`config.mk`:
```
export PLATFORM = sky130hd
export DESIGN_NAME = dual_mode_xcvr
export DESIGN_NICKNAME = d
export VERILOG_FILES = /design/src/rtl/xcvr_pkg.sv /design/src/rtl/xcvr_stage.sv /design/src/rtl/oc_driver.sv /design/src/rtl/dual_mode_xcvr.sv
export SDC_FILE = /design/constraint.sdc
export NUM_CORES = 1
export LEC_CHECK = 0
export BUFFER_PORTS_ARGS = -buffer_cell sky130_fd_sc_hd__buf_2
export CAP_MARGIN = 20
export CORE_ASPECT_RATIO = 0.9
export CORE_MARGIN = 4
export CORE_UTILIZATION = 30
export DETAILED_ROUTE_END_ITERATION = 8
export GPL_TIMING_DRIVEN = 0
export PLACE_DENSITY_LB_ADDON = 0.05
export SYNTH_ARGS = -nofsm -noshare
export SYNTH_HDL_FRONTEND = slang
export SYNTH_HIERARCHICAL = 1
export SYNTH_SLANG_ARGS = --single-unit
```
`constraint.sdc`:
```
create_clock -name clk -period 1.7 [get_ports clk]
set_clock_uncertainty 0.2 [all_clocks]
set_input_delay 0.34 -clock clk [delete_from_list [all_inputs] [get_ports clk]]
set_output_delay 0.34 -clock clk [all_outputs]
set_load 0.01 [all_outputs]
```
`src/rtl/xcvr_pkg.sv`:
```
package xcvr_pkg;

  typedef enum logic [1:0] {
    XM_PASS     = 2'b00,
    XM_EDGE     = 2'b01,
    XM_LATCH    = 2'b10,
    XM_PASS_ALT = 2'b11
  } xmode_e;

  function automatic logic mode_is_edge(input logic [1:0] m);
    return m == XM_EDGE;
  endfunction

  function automatic logic mode_is_latch(input logic [1:0] m);
    return m == XM_LATCH;
  endfunction

  // Decides whether a stage stores a new value at this clock edge.
  function automatic logic stage_capture(input logic [1:0] m,
                                         input logic strobe,
                                         input logic strobe_prev);
    return (mode_is_edge(m) && strobe && !strobe_prev) ||
           (mode_is_latch(m) && strobe);
  endfunction

endpackage

```
`src/rtl/xcvr_stage.sv`:
```
module xcvr_stage
  import xcvr_pkg::*;
#(
  parameter int              W    = 8,
  parameter logic [W-1:0]    IDLE = '1
) (
  input  logic         clk,
  input  logic         rst,
  input  logic [1:0]   mode,
  input  logic         strobe,
  input  logic [W-1:0] din,
  output logic [W-1:0] dout,
  output logic [W-1:0] hold_o,
  output logic         rise_o
);

  logic [W-1:0] hold_q;
  logic         strobe_q;
  logic         cap;
  logic [W-1:0] inv_din;

  assign inv_din = ~din;
  assign rise_o  = strobe & ~strobe_q;
  assign cap     = stage_capture(mode, strobe, strobe_q);
  assign hold_o  = hold_q;

  always_ff @(posedge clk) begin
    if (rst) begin
      hold_q   <= IDLE;
      strobe_q <= 1'b0;
    end else begin
      strobe_q <= strobe;
      if (cap) hold_q <= inv_din;
    end
  end

  always_comb begin
    unique case (mode)
      XM_EDGE:  dout = hold_q;
      XM_LATCH: dout = strobe ? inv_din : hold_q;
      default:  dout = inv_din;
    endcase
  end

endmodule

```
`src/rtl/oc_driver.sv`:
```
module oc_driver #(
  parameter int W = 8
) (
  input  logic         enable,
  input  logic [W-1:0] data,
  output logic [W-1:0] pull_n
);

  for (genvar i = 0; i < W; i++) begin : g_bit
    assign pull_n[i] = ~(enable & ~data[i]);
  end

endmodule

```
`src/rtl/dual_mode_xcvr.sv`:
```
module dual_mode_xcvr
  import xcvr_pkg::*;
#(
  parameter int W = 8
) (
  input  logic         clk,
  input  logic         rst,
  input  logic [1:0]   omode,
  input  logic [1:0]   imode,
  input  logic         stb_ab,
  input  logic         stb_ba,
  input  logic         loopback,
  input  logic         drive_en,
  input  logic [W-1:0] a_in,
  output logic [W-1:0] a_out,
  input  logic [W-1:0] b_in,
  output logic [W-1:0] b_out,
  output logic [W-1:0] b_drv_n
);

  localparam int NDIR   = 2;
  localparam int DIR_AB = 0;
  localparam int DIR_BA = 1;
  localparam logic [W-1:0] IDLE_VAL = '1;

  logic [W-1:0] st_din  [NDIR];
  logic [W-1:0] st_dout [NDIR];
  logic [W-1:0] st_hold [NDIR];
  logic [1:0]   st_mode [NDIR];
  logic         st_strb [NDIR];
  logic         st_rise [NDIR];

  // Named internal events for the checker.
  logic [W-1:0] ba_din;
  logic [W-1:0] ab_hold;
  logic [W-1:0] ba_hold;
  logic         ab_rise;
  logic         ba_rise;
  logic         oc_enable;

  assign ba_din = loopback ? a_in : b_in;

  assign st_din[DIR_AB]  = a_in;
  assign st_mode[DIR_AB] = omode;
  assign st_strb[DIR_AB] = stb_ab;
  assign st_din[DIR_BA]  = ba_din;
  assign st_mode[DIR_BA] = imode;
  assign st_strb[DIR_BA] = stb_ba;

  for (genvar d = 0; d < NDIR; d++) begin : g_dir
    xcvr_stage #(.W(W), .IDLE(IDLE_VAL)) u_stage (
      .clk    (clk),
      .rst    (rst),
      .mode   (st_mode[d]),
      .strobe (st_strb[d]),
      .din    (st_din[d]),
      .dout   (st_dout[d]),
      .hold_o (st_hold[d]),
      .rise_o (st_rise[d])
    );
  end

  assign ab_hold = st_hold[DIR_AB];
  assign ba_hold = st_hold[DIR_BA];
  assign ab_rise = st_rise[DIR_AB];
  assign ba_rise = st_rise[DIR_BA];

  assign b_out     = st_dout[DIR_AB];
  assign a_out     = st_dout[DIR_BA];
  assign oc_enable = drive_en & ~loopback;

  oc_driver #(.W(W)) u_oc (
    .enable (oc_enable),
    .data   (b_out),
    .pull_n (b_drv_n)
  );

endmodule

```
* Yosys cells after proc, flatten, opt, wreduce, memory -nomap -nowiden
Cells that the tools add are included.
** Storage, ports and cells
- Bits in registers :: 18
- Input port bits :: 26
- Output and inout port bits :: 24
- Word-level logic and storage cells :: 51
** Cells by class
- Equality and inequality tests :: 4
- Mux-type cells :: 5
- Bitwise logic cells :: 28
- Reduce and logical (&&, ||, !) cells :: 10
** Operator list (count)
- $pmux 8 s2 :: 2
- $mux 8 :: 3
- $not 1->1 :: 17
- $not 8->8 :: 2
- $and 1x1->1 :: 9
- $logic_and 1x1->1 :: 6
- $eq 2x1->1 const B :: 2
- $eq 2x2->1 const B :: 2
- $logic_not 1->1 :: 2
- $logic_or 1x1->1 :: 2

* Longest topological paths before layout
- Depth after elaboration :: 6
- Mapped depth :: 6
- Gate-level depth less buffers :: 6

* Hierarchy
Netlist, hierarchy kept.
** By module, submodules not included
- xcvr_stage :: times used 2, cells an instance 54, area each 529.3 sq um, seq. area each 180.2 sq um
- dual_mode_xcvr :: times used 1, cells an instance 10, area each 140.1 sq um, seq. area each 0.0 sq um
- oc_driver :: times used 1, cells an instance 8, area each 50.0 sq um, seq. area each 0.0 sq um

* Worst setup path after synthesis
Ideal clock, no wire load.
- Path type :: input port to output port
- From :: input omode[0]
- To :: output b_drv_n[0]
- Data arrival time :: 1.465 ns
- Required time :: 1.160 ns
- Path slack :: -0.305 ns
- Stages on the path :: 5
- Path buffers :: 0
- Cell sequence :: inv_1 ha_1 a21oi_1 o2bb2ai_1 nand2b_1
** Between the ends
- Longest elaborated chain between the ends :: 5
- Elaborated cells between the ends (all ways) :: 6
- Those cells by class :: 2 x eq/ne; 1 x mux; 3 x bitwise
** Ends and longest elaborated chain
- from (decl) :: line dual_mode_xcvr.sv:8 : input logic [1:0] omode,
- $eq 2x2->1 / $eq 2x1->1 (equally long branches) :: line xcvr_stage.sv:38 : unique case (mode)
- $pmux 8 s2 (*) :: line xcvr_stage.sv:38
- net b_out[0] :: line dual_mode_xcvr.sv:17 : output logic [W-1:0] b_out,
- $not 1->1 (*) :: line oc_driver.sv:10 : assign pull_n[i] = ~(enable & ~data[i]);
- $and 1x1->1 (*) :: line oc_driver.sv:10
- $not 1->1 (*) :: line oc_driver.sv:10
- to (decl) :: line dual_mode_xcvr.sv:18 : output logic [W-1:0] b_drv_n
The timed path passes the listed nets; every way through them passes the cells marked *.

* Worst setup path after layout
- From :: input omode[0]
- To :: output b_drv_n[3]
** Between the ends
- Longest elaborated chain between the ends :: 5
- Elaborated cells between the ends (all ways) :: 6
- Those cells by class :: 2 x eq/ne; 1 x mux; 3 x bitwise
** Ends and longest elaborated chain (line)
- $eq 2x2->1 / $eq 2x1->1 (equally long branches) :: xcvr_stage.sv:38
- $pmux 8 s2 (*) :: xcvr_stage.sv:38
- $not 1->1 (*) :: oc_driver.sv:10
- $and 1x1->1 (*) :: oc_driver.sv:10
- $not 1->1 (*) :: oc_driver.sv:10
Every way passes the cells marked *; elsewhere a longest branch is shown, timed or not.

==> reports/results.ini <==
[worst_setup_path]
path_cells=buf_12 > inv_12 > ha_4 > nand2b_4 > a21oi_4 > buf_12 > o2bb2ai_4 > nand2b_4 > buf_6
critPathLaunchType=input pin
rr_worst_depth=3
cp.arrival_ns=1.39
endpoint_kind=output pin
worstPathRequired_ns=1.16
crit_path_max_fanout=8
path_class=input pin to output pin
crit_path_top_delay_cell=buf_12
max_stage_delay_ns=0.16

[grt]
track_usage=0.145
grt_pass1_wl_um=5710
met1_usage=0.178
grt_antenna_before_repair=0
gr-usage-met2=0.259
grt_max_degree=17
grt_overflow=0
grt_pass1_vias=1237
busiest_layer=met2
grt_use_met3=0.0362

[floorplanning]
die-area_mm2=0.00521
die_x_um=75.7
ios=50
die_height_um=68.9
rows=21
core_mm2=0.00384
start_util=0.322

[min_path]
whs_path_depth=2
min_path_type=input pin to flip-flop

[finish]
insertedDiodeCount=0
area_delta_synth_final_pct=71.7
layout.nets=219
regArea_um2=360
drive_above_1_share=0.638
multiInputGateArea_mm2=0.00112
num-fill-cells=345

[placement]
place_ws_ns=-0.436
gp_congestion=0.715
dpl.hpwl_um=2590
io_buffers=48

[routing]
initialDrtViolationCount=34
via_count=1130
wl_per_cell_um=15.4
viasPerCell=4.83
drc=0
antenna_left=0
wirelength_um=3600
firstDrtPassIters=3

[clock_network]
hold_buffers=0
cts_tree=yes
clkSinkCount=18
cts_buffers=3
worstSkewPairLatency_ns=0.25
cts_buffer_depth=2
clock_tree.root_cell=clkbuf_8
h-tree-depth=1
path_clk_slew_ns=0.07

[yosys]
synth_cells=124
synthesis.nets=154
syn_area_mm2=0.00124
yosysWarnings=6
synth_area_per_cell_um2=9.97

[power]
power.density_mw_per_mm2=652
leakage_nw=0.969
max-vdd-ir-drop_mv=0.530

[timing]
fin_crit_ns=1.93
grt_setup_unrepaired=true
slew_viol_final=0
whs_ns=0.205
worst_slack_ns=-0.230
finalCritPeriodShare=1.14
tightest_slew_ns=0.446
fmax_mhz=518
slew_headroom=0.703
hold_viol=0
finalSetupViolCount=24

[run]
cap_violations=0

[run_status]
status=finished, violations left
violations=negative setup slack

timing repair:
action	CTS	global route
pin swaps	14	5
setup endpoints to repair	24	24
gates resized for setup	32	15
gates cloned	0	0
endpoints found under the hold margin	0	0
setup buffers	10	2
layer usage:
metal / vias to the layer above / part of all wire
li1: 559 / -
met2: 33 / 0.49
met3: 2 / 0.062
met1: 536 / 0.45
met5: - / 0
met4: 0 / 0.0039
cell type report:
type                            instances  share of cell area
Timing Repair Buffer                   60               0.223
Tap cell                               46              0.0271
Sequential cell                        18               0.170
Clock buffer                            4              0.0259
Inverter                                6              0.0177
Buffer                                  3              0.0100
Multi-Input combinational cell         97               0.527
power breakdown:
group | internal (mW) | switching [mW]
Combinational | 0.315 | 0.251
Sequential | 0.445 | 0.0183
Clock | 0.206 | 0.148
worst max-delay path: cells and delay by family:
| family | cells | cell delay [ns] |
|---|---|---|
| and+or+nand+nor | 2 | 0.21 |
| buffers and inverters | 4 | 0.41 |
| adders and majority gates | 1 | 0.15 |
| AOI/OAI and AO/OA | 2 | 0.26 |
placed cells by master (no fill, tap or decap):
cell       instances
nor2b_1           18
nor2_1            16
inv_4              1
ha_4               3
buf_4              8
buf_6             15
a21oi_4            4
buf_12             3
nor2b_4            2
ha_2               1
buf_8              2
clkbuf_8           4
and2b_2            1
dfxtp_1           18
inv_2              4
mux2i_1           16
inv_12             1
nand2b_4          10
mux2_4             8
o21ai_4            2
o2bb2ai_2         11
buf_2             35
o2bb2ai_4          5
registers in the layout (all words and copies together), names as in the netlist:
name,cells
g_dir.u_stage/hold_o,16
g_dir.u_stage/strobe_q,2
path summary, 6_finish.rpt:
path / to / slack (ns) / start
worst min register to register: g_dir[0].u_stage/hold_o[0] / 0.33 / g_dir[0].u_stage/hold_o[0]
worst min-delay path: g_dir[1].u_stage/strobe_q / 0.20 / stb_ba
worst max register to register: g_dir[1].u_stage/hold_o[7] / 0.44 / g_dir[1].u_stage/strobe_q
worst max-delay path: b_drv_n[3] / -0.23 / omode[0]
per-stage QoR:
| step | cell area (µm²) | util | setup TNS, ns | power (mW) | std cells |
|---|---|---|---|---|---|
| final | 2120 | 0.553 | -3.74 | 1.38 | 234 |
| after CTS | 2010 | 0.523 | -3.68 | 1.35 | 232 |
| after global placement | 1700 | 0.442 | -7.71 | 0.889 | 218 |
| after detailed placement | 1700 | 0.442 | -8.58 | 0.899 | 218 |
| after global routing | 2120 | 0.553 | -4.97 | 1.46 | 234 |
| after floorplan | 1400 | - | -0.518 | 0.751 | 124 |
Note: power is estimated with default switching activity, not from simulation.
